**src/rtl/irq_bank_pkg.sv**
```systemverilog
// Package: address map and control bit positions shared by the bank and its bench users.
// Assumes at most 32 events, so every register window fits in its slot.
package irq_bank_pkg;
    localparam int ADDR_CTRL   = 'h00;
    localparam int ADDR_STAT0  = 'h04;
    localparam int ADDR_MASK0  = 'h08;
    localparam int ADDR_STAT1  = 'h0C;
    localparam int ADDR_MASK1  = 'h10;
    localparam int ADDR_FORCE0 = 'h14;
    localparam int ADDR_FORCE1 = 'h18;
    localparam int ADDR_EDGE   = 'h20;
    localparam int CTRL_COR    = 0;
    localparam int CTRL_PDIS   = 1;
endpackage

```
**src/rtl/irq_edge_sense.sv**
```systemverilog
// Module: synchronizes each event input through two flops and detects the edges
// that its two-bit setting enables (upper bit rising, lower bit falling).
// Assumes the event inputs are asynchronous levels that are held for more than one clock.
module irq_edge_sense #(
    parameter int N = 12
) (
    input  logic             clk,
    input  logic             rst_n,
    input  logic [N-1:0]     evt_in,
    input  logic [2*N-1:0]   edge_cfg,
    output logic [N-1:0]     hit
);
    logic [N-1:0] sync_a, sync_b, last_q;

    // Two-flop synchronizer followed by a history flop for edge detection.
    always_ff @(posedge clk) begin
        if (!rst_n) begin
            sync_a <= '0;
            sync_b <= '0;
            last_q <= '0;
        end else begin
            sync_a <= evt_in;
            sync_b <= sync_a;
            last_q <= sync_b;
        end
    end

    for (genvar g = 0; g < N; g++) begin : g_evt
        // Qualify the rising and falling transitions with the event's edge setting.
        assign hit[g] = (sync_b[g] & ~last_q[g] & edge_cfg[2*g+1])
                      | (~sync_b[g] & last_q[g] & edge_cfg[2*g]);
    end
endmodule

```
**src/rtl/irq_line_ctl.sv**
```systemverilog
// Module: status, held-event and mask state of one host line, plus its active-low request.
// Assumes the byte strobes come from a decoder that never asserts a read and a write together.
module irq_line_ctl #(
    parameter int N  = 12,
    parameter int SB = 2
) (
    input  logic          clk,
    input  logic          rst_n,
    input  logic [N-1:0]  hit,
    input  logic          cor,
    input  logic          buf_en,
    input  logic [7:0]    wdata,
    input  logic [SB-1:0] stat_rd,
    input  logic [SB-1:0] stat_wr,
    input  logic [SB-1:0] mask_wr,
    input  logic [SB-1:0] force_wr,
    output logic [N-1:0]  status,
    output logic [N-1:0]  mask,
    output logic          irq_n
);
    logic [N-1:0] stat_q, pend_q, mask_q, stat_d, pend_d, clr, setb;

    for (genvar g = 0; g < N; g++) begin : g_bit
        // Clear comes from a read in clear-on-read mode or a write of one otherwise.
        assign clr[g]  = cor ? stat_rd[g/8] : (stat_wr[g/8] & wdata[g%8]);
        // A set comes from a captured edge or a forced test write.
        assign setb[g] = hit[g] | (force_wr[g/8] & wdata[g%8]);
        // A set wins over a clear; a held event reloads the bit when it clears.
        assign stat_d[g] = clr[g] ? (setb[g] | pend_q[g]) : (stat_q[g] | setb[g]);
        // The held event is kept only while buffering is enabled.
        assign pend_d[g] = buf_en & (clr[g] ? (pend_q[g] & setb[g])
                                            : (pend_q[g] | (stat_q[g] & setb[g])));

        // Mask bit storage, all blocking after reset.
        always_ff @(posedge clk) begin
            if (!rst_n)          mask_q[g] <= 1'b1;
            else if (mask_wr[g/8]) mask_q[g] <= wdata[g%8];
        end

        // with R5: a clear with no competing set or held event empties the bit.
        p_clear_r6: assert property (@(posedge clk) disable iff (!rst_n)
            (clr[g] && !setb[g] && !pend_q[g]) |=> !stat_q[g]);
        // a set in the same cycle as a clear keeps the bit.
        p_edge_wins_r9: assert property (@(posedge clk) disable iff (!rst_n)
            (clr[g] && setb[g]) |=> stat_q[g]);
        // a held event reloads the bit on clear.
        p_reload_r7: assert property (@(posedge clk) disable iff (!rst_n)
            (clr[g] && pend_q[g] && buf_en) |=> stat_q[g]);
        // with buffering off, an unopposed clear always empties the bit.
        p_no_reload_r7: assert property (@(posedge clk) disable iff (!rst_n)
            (clr[g] && !setb[g] && !buf_en) |=> !stat_q[g]);
    end

    // Status and held-event registers.
    always_ff @(posedge clk) begin
        if (!rst_n) begin
            stat_q <= '0;
            pend_q <= '0;
        end else begin
            stat_q <= stat_d;
            pend_q <= pend_d;
        end
    end

    assign status = stat_q;
    assign mask   = mask_q;
    assign irq_n  = ~|(stat_q & ~mask_q);

    // a fully masked line never requests.
    p_mask_all_r4: assert property (@(posedge clk) disable iff (!rst_n)
        (&mask_q) |-> irq_n);
endmodule

```
**src/rtl/irq_sih_bank.sv**
```systemverilog
// Module: top of the two-line collector. Decodes the byte register port, holds the shared
// control and edge registers, and instantiates the edge sensing and one controller per line.
// Assumes N_EVT <= 32 and that reg_rd and reg_wr are never asserted together.
module irq_sih_bank
    import irq_bank_pkg::*;
#(
    parameter int N_EVT = 12
) (
    input  logic             clk,
    input  logic             rst_n,
    input  logic [N_EVT-1:0] evt_in,
    input  logic [7:0]       reg_addr,
    input  logic             reg_wr,
    input  logic [7:0]       reg_wdata,
    input  logic             reg_rd,
    output logic [7:0]       reg_rdata,
    output logic [1:0]       irq_n
);
    localparam int SB = (N_EVT + 7) / 8;
    localparam int EB = (2 * N_EVT + 7) / 8;
    localparam int SW = SB * 8;
    localparam int EW = EB * 8;
    localparam logic [EW-1:0] EDGE_VALID = ~({EW{1'b1}} << (2 * N_EVT));

    logic [1:0]       ctrl_q;
    logic [EW-1:0]    edge_q;
    logic [N_EVT-1:0] hit;
    logic [N_EVT-1:0] stat_v [2];
    logic [N_EVT-1:0] mask_v [2];
    logic [SW-1:0]    st_pad [2];
    logic [SW-1:0]    mk_pad [2];
    logic [7:0]       rd_mux;
    logic             rd_hit;

    irq_edge_sense #(.N(N_EVT)) u_edge (
        .clk      (clk),
        .rst_n    (rst_n),
        .evt_in   (evt_in),
        .edge_cfg (edge_q[2*N_EVT-1:0]),
        .hit      (hit)
    );

    for (genvar l = 0; l < 2; l++) begin : g_line
        localparam int B_ST = (l == 0) ? ADDR_STAT0  : ADDR_STAT1;
        localparam int B_MK = (l == 0) ? ADDR_MASK0  : ADDR_MASK1;
        localparam int B_FR = (l == 0) ? ADDR_FORCE0 : ADDR_FORCE1;
        logic [SB-1:0] st_rd, st_wr, mk_wr, fr_wr;

        // Byte strobes of this line's status, mask and force windows.
        always_comb begin
            for (int b = 0; b < SB; b++) begin
                st_rd[b] = reg_rd && (reg_addr == 8'(B_ST + b));
                st_wr[b] = reg_wr && (reg_addr == 8'(B_ST + b));
                mk_wr[b] = reg_wr && (reg_addr == 8'(B_MK + b));
                fr_wr[b] = reg_wr && (reg_addr == 8'(B_FR + b));
            end
        end

        irq_line_ctl #(.N(N_EVT), .SB(SB)) u_line (
            .clk      (clk),
            .rst_n    (rst_n),
            .hit      (hit),
            .cor      (ctrl_q[CTRL_COR]),
            .buf_en   (~ctrl_q[CTRL_PDIS]),
            .wdata    (reg_wdata),
            .stat_rd  (st_rd),
            .stat_wr  (st_wr),
            .mask_wr  (mk_wr),
            .force_wr (fr_wr),
            .status   (stat_v[l]),
            .mask     (mask_v[l]),
            .irq_n    (irq_n[l])
        );

        assign st_pad[l] = SW'(stat_v[l]);
        assign mk_pad[l] = SW'(mask_v[l]);
    end

    // Control and edge register writes; bits beyond the event count stay zero.
    always_ff @(posedge clk) begin
        if (!rst_n) begin
            ctrl_q <= '0;
            edge_q <= '0;
        end else if (reg_wr) begin
            if (reg_addr == 8'(ADDR_CTRL)) ctrl_q <= reg_wdata[1:0];
            for (int b = 0; b < EB; b++)
                if (reg_addr == 8'(ADDR_EDGE + b))
                    edge_q[8*b +: 8] <= reg_wdata & EDGE_VALID[8*b +: 8];
        end
    end

    // Read multiplexer; force windows decode but read as zero.
    always_comb begin
        rd_mux = '0;
        rd_hit = 1'b0;
        if (reg_addr == 8'(ADDR_CTRL)) begin
            rd_mux = {6'b0, ctrl_q};
            rd_hit = 1'b1;
        end
        for (int b = 0; b < SB; b++) begin
            if (reg_addr == 8'(ADDR_STAT0 + b)) begin rd_mux = st_pad[0][8*b +: 8]; rd_hit = 1'b1; end
            if (reg_addr == 8'(ADDR_STAT1 + b)) begin rd_mux = st_pad[1][8*b +: 8]; rd_hit = 1'b1; end
            if (reg_addr == 8'(ADDR_MASK0 + b)) begin rd_mux = mk_pad[0][8*b +: 8]; rd_hit = 1'b1; end
            if (reg_addr == 8'(ADDR_MASK1 + b)) begin rd_mux = mk_pad[1][8*b +: 8]; rd_hit = 1'b1; end
            if (reg_addr == 8'(ADDR_FORCE0 + b) || reg_addr == 8'(ADDR_FORCE1 + b)) rd_hit = 1'b1;
        end
        for (int b = 0; b < EB; b++)
            if (reg_addr == 8'(ADDR_EDGE + b)) begin rd_mux = edge_q[8*b +: 8]; rd_hit = 1'b1; end
    end

    // Registered read data, updated on each read strobe.
    always_ff @(posedge clk) begin
        if (!rst_n)      reg_rdata <= '0;
        else if (reg_rd) reg_rdata <= rd_mux;
    end

    // an undefined read returns zero.
    p_rd_undef_r10: assert property (@(posedge clk) disable iff (!rst_n)
        (reg_rd && !rd_hit) |=> (reg_rdata == 8'h00));

    for (genvar i = 0; i < N_EVT; i++) begin : g_chk
        // line 0 status rises only after an enabled edge setting or a forced write.
        p_edge_off_r2: assert property (@(posedge clk) disable iff (!rst_n)
            $rose(stat_v[0][i]) |->
                (($past(edge_q[2*i +: 2]) != 2'b00) ||
                 $past(reg_wr && (reg_addr == 8'(ADDR_FORCE0 + i/8)) && reg_wdata[i%8])));
    end
endmodule

```
**config.mk**
```make
export PLATFORM = sky130hd
export DESIGN_NAME = irq_sih_bank
export DESIGN_NICKNAME = d
export VERILOG_FILES = /design/src/rtl/irq_bank_pkg.sv /design/src/rtl/irq_edge_sense.sv /design/src/rtl/irq_line_ctl.sv /design/src/rtl/irq_sih_bank.sv
export SDC_FILE = /design/constraint.sdc
export NUM_CORES = 1
export LEC_CHECK = 0
export CAP_MARGIN = 10
export CELL_PAD_IN_SITES_DETAIL_PLACEMENT = 1
export CELL_PAD_IN_SITES_GLOBAL_PLACEMENT = 1
export CORE_ASPECT_RATIO = 1.75
export CORE_UTILIZATION = 51
export CTS_BUF_LIST = sky130_fd_sc_hd__clkbuf_4
export DETAILED_ROUTE_END_ITERATION = 8
export GPL_ROUTABILITY_DRIVEN = 0
export PLACE_DENSITY_LB_ADDON = 0.1
export REMOVE_ABC_BUFFERS = 1
export SLEW_MARGIN = 10
export SYNTH_ARGS = -nofsm -noshare
export SYNTH_HDL_FRONTEND = slang
export SYNTH_HIERARCHICAL = 1
export SYNTH_SLANG_ARGS = --single-unit
```
**constraint.sdc**
```tcl
create_clock -name clk -period 4.27 [get_ports clk]
set_input_delay 1.281 -clock clk [delete_from_list [all_inputs] [get_ports clk]]
set_output_delay 1.281 -clock clk [all_outputs]
set_load 0.02 [all_outputs]
```
==> flow_metrics.tcl, run 1 <==
set metrics [dict create \
    status "complete, no violations" \
    path_max_fanout 3 \
    tightest_slew_ns 1.05 \
    yosys-top-cells-area "dfxtp_1 (40%), nand2_1 (7.1%), mux2i_1 (5.1%)" \
    fmax_ghz 0.290 \
    min_period_over_period 0.806 \
    cp.arrival_ns 2.16 \
    hp-start "u_edge/sync_a[3]" \
    post-place-ws_ns 0.337 \
    grt_pass1_vias 6855 \
    hold_slack_ns 0.455 \
    synth_top_area_cell "dfxtp_1" \
    ys_warn_count 6 \
    wire_per_inst_um 23.0 \
    drt_iter0_drc 374 \
    mostFrequentLayoutCells "dfxtp_1 (142), nand2_1 (134), nand3_1 (42)" \
    crit_start "g_line[1].u_line/mask[6]" \
    cts_num_sinks 142 \
    core_um2 13500 \
    grt_overflow_total 0 \
    post-dp-hpwl_mm 17.2 \
    htreeDepth 4 \
    cp.required_ns 2.99 \
    cts_buffers 17 \
    portBuffers 41 \
    r2r_setup_slack_ns 1.98 \
    area_growth_pct 12.9 \
    slew_headroom 0.297 \
    grt_pass1_wl_mm 36.4 \
    synth_seq_area_share 0.403 \
    via_count 6630 \
    power_density_nw_per_um2 304 \
    synthesis.area_um2 7060 \
    p_leak_nw 3.17 \
    holdBufCountCts 0 \
    die_y_um 158 \
    layout.cells.non_filler 1021 \
    insertion_delay_ns 0.57 \
    vias_per_cell 6.49 \
    synth_seq_cells 142 \
    nets 865 \
    wl_mm 23.5 \
    drcViolationCount 0 \
    post-cts-setup-buffer-count 0 \
    critPathKind "register to output port" \
    grtUsageTotal 0.333 \
    finalMaxSlewViolations 0 \
    netlist.area_leader.share 0.403 \
    skew_ns 0.0282 \
    ff2ff_path_depth 3 \
    cap_violations 0 \
    syn_area_per_cell_um2 8.89 \
    whs_path_depth 1 \
    rows 56 \
    io-pin-count 42 \
    synthArstFlopShare 0 \
    dieWidth_um 90.9 \
    rsz0062_at_grt "false" \
    whs_endpoint "u_edge/sync_b[3]" \
    end_kind "output port" \
    min_path_type "register to register" \
    start_util 0.525 \
    antenna_found_initial 1 \
    setup_ws_ns 0.826 \
    die_area_um2 14300 \
    synth_edf_count 0 \
    r2r-end "g_line[1].u_line/status[11]" \
    clock_path_buffers 2 \
    synth_cells 794 \
    setup_violations 0 \
    synth_ff_type "dfxtp_1" \
    vdd_drop_max_v 0.000192 \
    dpl.cell_count 988 \
    grt_max_degree 72 \
    hold_violations 0 \
    worstReg2RegStart "ctrl_q[0]" \
    period_needed_ns 3.44 \
    cts_tree "yes" \
    worst_setup_path_start_kind "register" \
    drive_gt1_frac 0.129 \
    ys_types 59 \
    clk_pin_slew_worst_paths_ns 0.16 \
    drtAntennaViolNets 0 \
    first_pass_iters 6 \
    layout.cells.most_common "dfxtp_1" \
    cts_root_buf "clkbuf_4" \
    cts_resized 0 \
    fin_setup_tns_ns 0 \
]
stage by stage:
| step | instance area, um^2 | utilization | power [mW] |
|---|---|---|---|
| 6_report | 7970 | 0.592 | 2.42 |
| 3_3_place_gp | 7670 | 0.570 | 1.56 |
| 2_1_floorplan | 6820 | - | 1.44 |
| 5_1_grt | 7970 | 0.592 | 2.50 |
| 4_1_cts | 7970 | 0.592 | 2.43 |
| 3_5_place_dp | 7670 | 0.570 | 1.56 |
cells by family after synthesis:
logic type	share of synthesized area
multiplexers	0.0686
AO/OA/AOI/OAI	0.205
AND/OR/NAND/NOR	0.284
flip-flops	0.403
buffers and inverters	0.0388
flip-flops by register name, indices dropped and copies added (netlist names):
register and count:
g_line.u_line/pend_q 24, g_line.u_line/mask 24, edge_q 24, g_line.u_line/status 24
ctrl_q 2, reg_rdata 8, u_edge/sync_a 12, u_edge/sync_b 12
u_edge/last_q 12
synth_stat cells, types with 13 or more instances:
master,instances
dfxtp_1,142
a21boi_0,18
o21ai_0,19
nand2b_1,21
and2_2,26
mux2i_1,36
nand4_1,24
nand2_1,134
nand3_1,42
buf_2,18
a31oi_1,27
nand3b_1,32
a21o_1,24
a211o_1,25
clkbuf_1,22
nor2_1,22
nor2b_1,13
o311a_1,24
layer usage:
layer,global-route usage,part of all wire,wire length [um],vias to the layer above
li1,-,-,-,3014
met1,0.350,0.37,8750,3260
met4,0.258,0.076,1780,0
met2,0.596,0.51,12000,257
met3,0.0495,0.040,953,99
met5,0,0,0,-
worst max-delay path by stage:
stage                     slack [ns]  cells after the start                         end
after CTS                       0.80                      4                    irq_n[1]
after global routing            0.72                      4                    irq_n[1]
after global placement          0.46                      7                  edge_q[16]
final                           0.83                      4                    irq_n[1]
after detailed placement        0.34                      9  g_line[0].u_line/status[7]
after floorplan                 1.06                      5  g_line[0].u_line/status[8]
worst max-delay path, cell delays in order (launching register included):
cell and delay, ns:
dfxtp_1 0.39, nand2b_1 0.15, o2111ai_1 0.12, nor3_1 0.28, clkdlybuf4s50_1 0.66
report_power, final:
part | switching [mW] | internal, mW
Clock | 0.609 | 0.272
Sequential | 0.00879 | 1.34
Combinational | 0.109 | 0.0781
Total | 0.727 | 1.69
cell type report:
| type | instances | area, um^2 |
|---|---|---|
| Multi-Input combinational cell | 592 | 3940 |
| Clock buffer | 17 | 128 |
| Sequential cell | 142 | 2840 |
| Antenna cell | 1 | 2.50 |
| Timing Repair Buffer | 69 | 631 |
| Tap cell | 174 | 218 |
| Fill cell | 1611 | 5490 |
| Inverter | 11 | 41.3 |
| Clock inverter | 15 | 165 |
Power figures use the tool's default switching activity.
==> inputs of run 2 (changes only) <==
--- a/config.mk
+++ b/config.mk
@@ -9,7 +9,7 @@
 export CELL_PAD_IN_SITES_DETAIL_PLACEMENT = 1
 export CELL_PAD_IN_SITES_GLOBAL_PLACEMENT = 1
 export CORE_ASPECT_RATIO = 1.75
-export CORE_UTILIZATION = 51
+export CORE_UTILIZATION = 48
 export CTS_BUF_LIST = sky130_fd_sc_hd__clkbuf_4
 export DETAILED_ROUTE_END_ITERATION = 8
 export GPL_ROUTABILITY_DRIVEN = 0
==> constraint.sdc (replaced) <==
create_clock -name clk -period 3.45 [get_ports clk]
set_input_delay 1.035 -clock clk [delete_from_list [all_inputs] [get_ports clk]]
set_output_delay 1.035 -clock clk [all_outputs]
set_load 0.02 [all_outputs]
==> flow_metrics.tcl, run 2 (same netlist as run 1, synthesis figures left out) <==
set metrics [dict create \
    finalMaxSlewViolations 0 \
    max_stage_delay_ns 0.67 \
    cts_num_sinks 142 \
    insertion_delay_ns 0.58 \
    min_period_over_period 0.943 \
    cts_buffers 17 \
    dieWidth_um 93.7 \
    end_kind "output port" \
    regArea_um2 2840 \
    rows 58 \
    critPathKind "register to output port" \
    first_pass_iters 5 \
    layout.cells.non_filler 1059 \
    fill_cells 1709 \
    slowest_stage "clkdlybuf4s50_1" \
    tightest_slew_ns 1.04 \
    via_count 6730 \
    skew_ns 0.0309 \
    min_path_type "register to register" \
    holdBufCountCts 0 \
    grt_overflow_total 0 \
    cts_resized 0 \
    cts_tree "yes" \
    drive_gt1_frac 0.161 \
    fmax_ghz 0.307 \
    fin_setup_tns_ns 0 \
    p_leak_nw 3.34 \
    htreeDepth 4 \
    vdd_drop_max_v 0.000246 \
    slew_headroom 0.305 \
    path_buf_inv 1 \
    grt_max_degree 64 \
    post-cts-setup-buffer-count 0 \
    nets 897 \
    status "complete, no violations" \
    layout.cells.most_common "dfxtp_1" \
    start_util 0.491 \
    area_growth_pct 16.9 \
    mostFrequentLayoutCells "dfxtp_1 (142), nand2_1 (134), buf_4 (58)" \
    wl_mm 24.8 \
    worst_setup_path_start_kind "register" \
    core_um2 14400 \
    clk_pin_slew_worst_paths_ns 0.15 \
    cts_root_buf "clkbuf_4" \
    antenna_found_initial 1 \
    grtUsageTotal 0.337 \
    clock_path_buffers 2 \
    drtAntennaViolNets 0 \
    utilization 0.574 \
    io-pin-count 42 \
    path_max_fanout 5 \
    post-dp-hpwl_mm 18.2 \
    vias_per_cell 6.36 \
    power_density_nw_per_um2 368 \
    cap_violations 0 \
    wire_per_inst_um 23.5 \
    drcViolationCount 0 \
    portBuffers 41 \
    rsz0062_at_grt "false" \
    cp.arrival_ns 2.22 \
    cp_cell_sequence "nand2b_1, o2111ai_1, nor3_1, clkdlybuf4s50_1" \
    dpl.cell_count 1026 \
    crit_family "buffers and inverters" \
    drt_iter0_drc 366 \
    hold_violations 0 \
    multi_input_area_um2 3940 \
    period_needed_ns 3.25 \
    grt_pass1_vias 7194 \
    grt_pass1_wl_mm 38.3 \
    cp.required_ns 2.41 \
    die_y_um 162 \
    setup_violations 0 \
    die_area_um2 15200 \
]
## run 2: cell types whose count changed in the layout (fill, tap and decap cells not counted), sizes merged
cell	change
inv	-1
buf	+32
clkinvlp	+1
## run 2: final timing paths
path | startpoint | to | slack (ns) | cells after the start
hold / removal | u_edge/sync_a[4] | u_edge/sync_b[4] | 0.46 | 1
hold reg to reg | u_edge/sync_a[4] | u_edge/sync_b[4] | 0.46 | 1
setup reg to reg | ctrl_q[0] | g_line[1].u_line/pend_q[8] | 1.26 | 4
setup / recovery | g_line[1].u_line/status[11] | irq_n[1] | 0.20 | 4
## run 2: worst register-to-register path, stage by stage (launching register included)
cell     delay, ns
dfxtp_1       1.03
nand2_1       0.53
buf_4         0.32
nand4_1       0.10
a31oi_1       0.08
## run 2: through the flow
stage                     hold WS (ns)  area (um^2)  total power [mW]  worst slack, ns
after detailed placement         0.426         7950              1.95           0.0534
after CTS                        0.455         8240              3.06            0.177
after global routing             0.480         8250              3.14            0.103
after floorplan                  0.406         6820              1.78            0.481
after global placement           0.409         7950              1.95            0.138
final                            0.459         8250              3.04            0.198
## run 2: per-layer routing
| metal | wire length (um) | global-route usage |
|---|---|---|
| met2 | 12400 | 0.584 |
| met5 | 0 | 0 |
| met4 | 2210 | 0.285 |
| met3 | 861 | 0.0411 |
| met1 | 9380 | 0.357 |
## run 2: cell type report
cell class	count	area share
Tap cell	180	0.0273
Multi-Input combinational cell	592	0.478
Timing Repair Buffer	101	0.109
Inverter	11	0.00501
Antenna cell	1	0.000303
Clock inverter	15	0.0208
Sequential cell	142	0.345
Clock buffer	17	0.0155
## run 2: report_power, final
group	internal, mW	switching, mW	total (mW)
Combinational	0.106	0.143	0.249
Clock	0.339	0.775	1.11
Sequential	1.66	0.0111	1.67
==> inputs of run 3 (changes only) <==
--- a/config.mk
+++ b/config.mk
@@ -5,7 +5,7 @@
 export SDC_FILE = /design/constraint.sdc
 export NUM_CORES = 1
 export LEC_CHECK = 0
-export CAP_MARGIN = 10
+export CAP_MARGIN = 20
 export CELL_PAD_IN_SITES_DETAIL_PLACEMENT = 1
 export CELL_PAD_IN_SITES_GLOBAL_PLACEMENT = 1
 export CORE_ASPECT_RATIO = 1.75
==> results of run 3 <==
Final layout, timing and power as in run 2 (identical DEF).
